[config.mk]
export PLATFORM = sky130hd
export DESIGN_NAME = bus_cond_monitor
export DESIGN_NICKNAME = d
export VERILOG_FILES = /design/src/rtl/buscond_pkg.sv /design/src/rtl/buscond_dp.sv /design/src/rtl/buscond_ctrl.sv /design/src/rtl/bus_cond_monitor.sv
export SDC_FILE = /design/constraint.sdc
export NUM_CORES = 1
export LEC_CHECK = 0
export BUFFER_PORTS_ARGS = -buffer_cell sky130_fd_sc_hd__buf_4
export CAP_MARGIN = 40
export CORE_MARGIN = 1.5
export CORE_UTILIZATION = 50
export DETAILED_ROUTE_END_ITERATION = 12
export PLACE_DENSITY = 0.83
export SYNTH_ARGS = -nofsm -noshare
export SYNTH_HDL_FRONTEND = slang
export SYNTH_SLANG_ARGS = --single-unit
[constraint.sdc]
create_clock -name clk -period 1.45 [get_ports clk]
set_clock_uncertainty 0.2 [all_clocks]
set_input_delay 0.29 -clock clk [delete_from_list [all_inputs] [get_ports clk]]
set_output_delay 0.29 -clock clk [all_outputs]
set_load 0.01 [all_outputs]
[src/rtl/buscond_pkg.sv]
package buscond_pkg;
  // events seen on the synchronized wires, datapath -> control
  typedef struct packed {
    logic startCond;
    logic stopCond;
    logic sclRise;
    logic cntPastFirst;
  } busEvents_t;

  // counter strobes, control -> datapath
  typedef struct packed {
    logic clrCnt;
    logic advCnt;
  } cntStrobes_t;
endpackage

[src/rtl/buscond_dp.sv]
module buscond_dp
  import buscond_pkg::*;
#(
  parameter int SYNC_STAGES = 2,
  parameter int FRAME_BITS  = 9,
  parameter int IDX_W       = $clog2(FRAME_BITS)
) (
  input  logic             clk,
  input  logic             rstN,
  input  logic             sclIn,
  input  logic             sdaIn,
  input  cntStrobes_t      strobes,
  output busEvents_t       events,
  output logic [IDX_W-1:0] bitIdx,
  output logic             frameDone
);
  localparam logic [IDX_W-1:0] LAST_IDX = IDX_W'(FRAME_BITS - 1);
  localparam logic [IDX_W-1:0] FIRST_DATA_IDX = IDX_W'(2);

  logic [SYNC_STAGES-1:0] sclPipe, sdaPipe;
  logic sclS, sdaS, sclQ, sdaQ;
  logic [IDX_W-1:0] cnt;
  logic frameDoneQ;

  // synchronizer chains for both wires
  always_ff @(posedge clk or negedge rstN) begin
    if (!rstN) begin
      sclPipe <= '1;
      sdaPipe <= '1;
    end else begin
      sclPipe <= {sclPipe[SYNC_STAGES-2:0], sclIn};
      sdaPipe <= {sdaPipe[SYNC_STAGES-2:0], sdaIn};
    end
  end

  assign sclS = sclPipe[SYNC_STAGES-1];
  assign sdaS = sdaPipe[SYNC_STAGES-1];

  // previous synchronized sample for edge detection
  always_ff @(posedge clk or negedge rstN) begin
    if (!rstN) begin
      sclQ <= 1'b1;
      sdaQ <= 1'b1;
    end else begin
      sclQ <= sclS;
      sdaQ <= sdaS;
    end
  end

  always_comb begin
    events.startCond    = sclQ & sclS & sdaQ & ~sdaS;
    events.stopCond     = sclQ & sclS & ~sdaQ & sdaS;
    events.sclRise      = ~sclQ & sclS;
    events.cntPastFirst = (cnt >= FIRST_DATA_IDX);
  end

  // bit counter within a frame
  always_ff @(posedge clk or negedge rstN) begin
    if (!rstN) begin
      cnt        <= '0;
      frameDoneQ <= 1'b0;
    end else begin
      frameDoneQ <= 1'b0;
      if (strobes.clrCnt) begin
        cnt <= '0;
      end else if (strobes.advCnt) begin
        if (cnt == LAST_IDX) begin
          cnt        <= '0;
          frameDoneQ <= 1'b1;
        end else begin
          cnt <= cnt + 1'b1;
        end
      end
    end
  end

  assign bitIdx    = cnt;
  assign frameDone = frameDoneQ;

  assert_idx_bound_R6: assert property (@(posedge clk) disable iff (!rstN)
    cnt <= LAST_IDX);
  assert_frame_wraps_R6: assert property (@(posedge clk) disable iff (!rstN)
    frameDoneQ |-> (cnt == '0));
  assert_idle_hold_R7: assert property (@(posedge clk) disable iff (!rstN)
    (!strobes.clrCnt && !strobes.advCnt) |=> $stable(cnt));
  assert_clear_on_cond_R8: assert property (@(posedge clk) disable iff (!rstN)
    strobes.clrCnt |=> (cnt == '0) && !frameDoneQ);
endmodule

[src/rtl/buscond_ctrl.sv]
module buscond_ctrl
  import buscond_pkg::*;
(
  input  logic        clk,
  input  logic        rstN,
  input  busEvents_t  events,
  output cntStrobes_t strobes,
  output logic        busBusy,
  output logic        startPulse,
  output logic        reStartPulse,
  output logic        stopPulse,
  output logic        sdaViolation
);
  logic busyQ, startQ, reStartQ, stopQ, violQ;
  logic anyCond;

  assign anyCond = events.startCond | events.stopCond;

  always_comb begin
    strobes.clrCnt = anyCond;
    strobes.advCnt = events.sclRise & busyQ;
  end

  always_ff @(posedge clk or negedge rstN) begin
    if (!rstN) begin
      busyQ    <= 1'b0;
      startQ   <= 1'b0;
      reStartQ <= 1'b0;
      stopQ    <= 1'b0;
      violQ    <= 1'b0;
    end else begin
      startQ   <= events.startCond & ~busyQ;
      reStartQ <= events.startCond & busyQ;
      stopQ    <= events.stopCond;
      violQ    <= anyCond & busyQ & events.cntPastFirst;
      if (events.startCond)     busyQ <= 1'b1;
      else if (events.stopCond) busyQ <= 1'b0;
    end
  end

  assign busBusy      = busyQ;
  assign startPulse   = startQ;
  assign reStartPulse = reStartQ;
  assign stopPulse    = stopQ;
  assign sdaViolation = violQ;

  assert_one_cond_R10: assert property (@(posedge clk) disable iff (!rstN)
    $onehot0({startQ, reStartQ, stopQ}));
  assert_start_pulse_short_R10: assert property (@(posedge clk) disable iff (!rstN)
    startQ |=> !startQ);
  assert_start_busy_R2: assert property (@(posedge clk) disable iff (!rstN)
    startQ |-> busyQ && !$past(busyQ));
  assert_restart_busy_R3: assert property (@(posedge clk) disable iff (!rstN)
    reStartQ |-> busyQ && $past(busyQ));
  assert_stop_idle_R4: assert property (@(posedge clk) disable iff (!rstN)
    stopQ |-> !busyQ);
  assert_viol_with_cond_R9: assert property (@(posedge clk) disable iff (!rstN)
    violQ |-> (reStartQ || stopQ));
endmodule

[src/rtl/bus_cond_monitor.sv]
module bus_cond_monitor
  import buscond_pkg::*;
#(
  parameter int SYNC_STAGES = 2,
  parameter int FRAME_BITS  = 9,
  parameter int IDX_W       = $clog2(FRAME_BITS)
) (
  input  logic             clk,
  input  logic             rstN,
  input  logic             sclIn,
  input  logic             sdaIn,
  output logic             startPulse,
  output logic             reStartPulse,
  output logic             stopPulse,
  output logic             busBusy,
  output logic [IDX_W-1:0] bitIdx,
  output logic             frameDone,
  output logic             sdaViolation
);
  busEvents_t  events;
  cntStrobes_t strobes;

  buscond_dp #(
    .SYNC_STAGES(SYNC_STAGES),
    .FRAME_BITS (FRAME_BITS),
    .IDX_W      (IDX_W)
  ) i_dp (
    .clk      (clk),
    .rstN     (rstN),
    .sclIn    (sclIn),
    .sdaIn    (sdaIn),
    .strobes  (strobes),
    .events   (events),
    .bitIdx   (bitIdx),
    .frameDone(frameDone)
  );

  buscond_ctrl i_ctrl (
    .clk         (clk),
    .rstN        (rstN),
    .events      (events),
    .strobes     (strobes),
    .busBusy     (busBusy),
    .startPulse  (startPulse),
    .reStartPulse(reStartPulse),
    .stopPulse   (stopPulse),
    .sdaViolation(sdaViolation)
  );
endmodule

# [Word-level counts from Yosys, hierarchy flattened]
# Index checks and enable logic that the tools add are counted.
[totals] wordCells=40 inputBits=4 reg_bits=16
[classes] muxes=8 eq_ne=1 n_lt_le_gt_ge=1 reduce_logical=2 n_bitwise=16 n_addsub=1
[op_table] operator="$mux 4" n=3
[op_table] operator="$and 1x1->1" n=11
[op_table] operator="$mux 1" n=5
[op_table] operator="$add 4x1->4 const B" n=1
[op_table] operator="$eq 4x4->1 const B" n=1
[op_table] operator="$ge 4x2->1 const B" n=1
[op_table] operator="$not 1->1" n=4
[op_table] operator="$reduce_bool 2->1" n=2
[op_table] operator="$or 1x1->1" n=1

# [Depth between registers and ports, before layout]
[logic_depth] depth_word=6 depth_mapped=5 ltp_nobuf=5

# [Cells and area by module]
# A second synthesis with hierarchy kept.
[hier_totals] cells_unflattened=51 area_unflattened_um2=646.9
[by_module_without_submodules] module="buscond_dp" area_per_inst_um2=466.7 cells_per_inst=38 n_inst=1 seq_area_each_um2=282.8
[by_module_without_submodules] module="buscond_ctrl" area_per_inst_um2=180.2 cells_per_inst=13 n_inst=1 seq_area_each_um2=125.1

# [Worst setup path after synthesis]
# Ideal clock, no wire load.
[synth_timing] kind="reg-to-reg" start="register i_dp.cnt[1], in the netlist i_dp.bitIdx[1]" end="register i_dp.cnt[1], in the netlist i_dp.bitIdx[1]" arrival_time_ns=1.080 required_time_ns=1.168 setup_slack_ns=0.088 synth_period_minus_slack_ns=1.362 stages_incl_launch_ff=6 n_path_buf=0 cell_sequence="dfrtp_1 inv_1 ha_1 nand3_1 o21a_1 o22ai_1"
[synth_via] elab_chain_cells=4 elab_cells_between_ends=5 cone_classes="add/sub: 1; eq/ne: 1; mux: 3"
[synth_rtl] element="start: declaration" line="buscond_dp.sv:22" text="logic [IDX_W-1:0] cnt;"
[synth_rtl] element="start signal: assignment" line="buscond_dp.sv:71" text="cnt <= cnt + 1'b1;"
[synth_rtl] element="$add 4x1->4 / $eq 4x4->1 (equally long branches)" line="buscond_dp.sv:71, buscond_dp.sv:67"
[synth_rtl] element="$mux 4 (*)" line="buscond_dp.sv:67" text="if (cnt == LAST_IDX) begin"
[synth_rtl] element="$mux 4 (*)" line="buscond_dp.sv:66" text="end else if (strobes.advCnt) begin"
[synth_rtl] element="$mux 4 (*)" line="buscond_dp.sv:64" text="if (strobes.clrCnt) begin"
# Every way passes the cells marked *; elsewhere a longest branch is shown, timed or not. The select of a mux whose other input is x is not followed.
# A chain may end at the register's enable or synchronous reset.

# [Final worst setup path]
[layout_timing] start="register i_dp.cnt[1], in the netlist i_dp.bitIdx[1]" end="register i_ctrl.violQ, in the netlist i_ctrl.sdaViolation"
[layout_via] elab_chain_cells=2
[layout_rtl] element="$ge 4x2->1" line="buscond_dp.sv:54" text="events.cntPastFirst = (cnt >= FIRST_DATA_IDX);"
[layout_rtl] element="$and 1x1->1" line="buscond_ctrl.sv:35" text="violQ <= anyCond & busyQ & events.cntPastFirst;"
[layout_rtl] element="end signal: assignment" line="buscond_ctrl.sv:35"
[layout_rtl] element="end: declaration" line="buscond_ctrl.sv:14" text="logic busyQ, startQ, reStartQ, stopQ, violQ;"
# Every way passes these cells.

==> impl_metrics.json <==
{
  "outcome": "finished, final reports clean",
  "synth-seq-cells": 16,
  "relSlewSlack_pct": 80.8,
  "syn_inst": 52,
  "grt_usage_pct": 17.4,
  "antenna_found_initial": 0,
  "p_clk_share_pct": 25.8,
  "synth_commonest_cells": "10 x dfrtp_1, 6 x dfstp_2",
  "period_share_pct": 97.8,
  "cts_made_buffers": 3,
  "num_vias": 487,
  "synth_edf_count": 0,
  "pin_count": 14,
  "p_sw_mw": 0.313,
  "setup_tns_ps": 0,
  "synth_warnings": 0,
  "yosysMostFrequentCell": "dfrtp_1",
  "start_kind": "flip-flop",
  "cts.clk_slew.worst_paths_ps": 90,
  "synthTopCellsByArea": "dfrtp_1 38%, dfstp_2 24%, ha_1 5.7%, xnor2_1 2.7%, nand3_1 2.3%",
  "ys_seq_area_share_pct": 62.1,
  "required_ps": 1410,
  "fin_ws_ps": 31.9,
  "worst-setup-path-type": "flip-flop to flip-flop",
  "synth_nets": 59,
  "rows": 12,
  "die_w_um": 39.2,
  "vias_per_cell": 5.41,
  "synth_ff_type": "dfrtp_1",
  "max_slew.worst_pin.slew_ps": 287,
  "internal_power_mw": 0.812,
  "h-tree-depth": 1,
  "dieHeight_um": 39.2,
  "initial_utilization_pct": 56.1,
  "synth_area_per_cell_sq_um": 12.6,
  "ir_worst_vdd_mv": 0.948,
  "grt_max_degree": 17,
  "nNetsFinal": 84,
  "critPathMaxFanout": 4,
  "rsz0062_at_grt": "yes",
  "wl_per_cell_um": 13.9,
  "ant_nets": 0,
  "arrival_ps": 1370,
  "pwr-share-seq_pct": 46.6,
  "clkLatencyLatePin_ps": 280,
  "drc": 0,
  "synth_area_leader_cell": "dfrtp_1",
  "core_area_sq_um": 1170,
  "async_flop_share_pct": 100,
  "min_path_type": "flip-flop to flip-flop",
  "cap_violations": 0,
  "wl_um": 1250,
  "die_area_sq_um": 1540,
  "drive_gt1_share_pct": 50.0,
  "dpl_worst_slack_ps": -30.3,
  "clock_path_buffers": 2,
  "num_antenna_cells": 0,
  "period_minus_slack_ps": 1420,
  "drt_pass1_iterations": 4,
  "place_hpwl_um": 749,
  "hold_violations": 0,
  "areaGrowthSynthToFinish_pct": 38.3,
  "p_leak_nw": 0.424,
  "syn-cell-area_sq_um": 657,
  "setup_viol": 0,
  "p_sw_share_pct": 27.9,
  "root_buffer": "clkbuf_4",
  "drv_slew": 0,
  "synth_top_area_share_pct": 38.1,
  "p_per_area_nw_per_um2": 1240,
  "clkSinkCount": 16,
  "port_buffers": 13,
  "end_kind": "flip-flop",
  "grt_overflow": 0,
  "ys_types": 23,
  "drtIter0Drc": 10,
  "grt_pass1_wl_um": 1700,
  "fmax_mhz": 705,
  "globalplace.congestion": 0.826,
  "cts_tree": "done",
  "grt_pass1_vias": 398,
  "pwr-share-comb_pct": 27.6
}
[sequential cells by signal, summed over array words and instances (netlist names)]
register             flops
i_ctrl.startPulse        1
i_dp.bitIdx              4
i_dp.frameDone           1
i_ctrl.reStartPulse      1
i_dp.sdaPipe             2
i_dp.sclQ                1
i_dp.sdaQ                1
i_ctrl.sdaViolation      1
i_ctrl.busBusy           1
i_dp.sclPipe             2
i_ctrl.stopPulse         1
[worst max-delay path: stages (launching register included)]
cell and delay, ps:
dfrtp_1 440, buf_6 140, ha_1 190, o41ai_2 230, nor3_1 100
[path summary, 6_finish.rpt]
path                                            start                             to  slack [ps]  cells past startpoint
min in group asynchronous                        rstN     i_dp.bitIdx[3]$_DFFE_PN0P_         190                      2
hold reg to reg             i_dp.sdaPipe[0]$_DFF_PN1_      i_dp.sdaPipe[1]$_DFF_PN1_         160                      0
setup / recovery           i_dp.bitIdx[1]$_DFFE_PN0P_  i_ctrl.sdaViolation$_DFF_PN0_          30                      4
setup reg to reg           i_dp.bitIdx[1]$_DFFE_PN0P_  i_ctrl.sdaViolation$_DFF_PN0_          30                      4
max in group asynchronous                        rstN      i_dp.sdaPipe[0]$_DFF_PN1_         620                      2
hold / removal              i_dp.sdaPipe[0]$_DFF_PN1_      i_dp.sdaPipe[1]$_DFF_PN1_         160                      0
[cells by family after synthesis]
group                    after synthesis  synth area share, %
flip-flops                            16                 62.1
AND/OR/NAND/NOR                       14                 13.1
AO/OA/AOI/OAI                         12                 12.0
buffers and inverters                  4                 2.86
adder cells (fa/ha/maj)                3                 5.71
XOR/XNOR                               2                 2.67
multiplexers                           1                 1.52
[area by class of cell]
cell class | count | area, sq um
Sequential cell | 16 | 409
Multi-Input combinational cell | 32 | 265
Fill cell | 73 | 263
Timing Repair Buffer | 21 | 169
Clock buffer | 4 | 36.3
Tap cell | 14 | 17.5
Inverter | 3 | 11.3
[per-stage QoR]
stage          hold WS [ps]  std cells  util (%)  cell area [sq um]  power (mW)
6_report                160         90      77.6                908        1.13
5_1_grt                 164         90      77.6                908        1.18
2_1_floorplan          -206         52         -                657       0.621
4_1_cts                 162         87      72.3                847        1.04
3_3_place_gp          -47.6         78      65.3                764       0.690
3_5_place_dp          -45.1         78      65.3                764       0.700
[power groups by stage]
stage	logic [mW]	clock network [mW]	registers [mW]
2_1_floorplan	0.0849	0	0.536
3_3_place_gp	0.154	0	0.536
3_5_place_dp	0.162	0	0.538
4_1_cts	0.216	0.300	0.522
5_1_grt	0.336	0.317	0.530
6_report	0.311	0.290	0.525
[layout by cell type, fill, tap and decap left out, types with 2 or more instances in the layout]
cell type | netlist | final
clkbuf_4 | 0 | 3
buf_4 | 1 | 17
dfstp_2 | 6 | 6
nor3_1 | 2 | 2
nand3_1 | 3 | 2
o22ai_1 | 2 | 2
dfrtp_1 | 10 | 9
dlygate4sd3_1 | 0 | 3
o21ai_0 | 3 | 2
nand3b_1 | 2 | 2
nand2_1 | 2 | 2
a21oi_1 | 2 | 2
nor2_1 | 2 | 2
inv_2 | 0 | 2
[routing by layer]
layer  vias to the layer above  wire length, um  part of all wire, %  track usage [%]
met5                         -                0                    0                0
met1                       241              575                   46             20.1
met3                         2               33                  2.6             3.47
met2                        10              628                   50             29.2
met4                         0               10                 0.80             10.3
li1                        234                -                    -                -
[repair_timing]
item	4_1_cts	5_1_grt
setup buffers	2	3
gates resized for setup	1	9
endpoints found under the setup margin	2	6
endpoints found under the hold margin	18	0
pin swaps	0	2
hold buffers	3	0
Note: power is estimated with default switching activity, not from simulation.
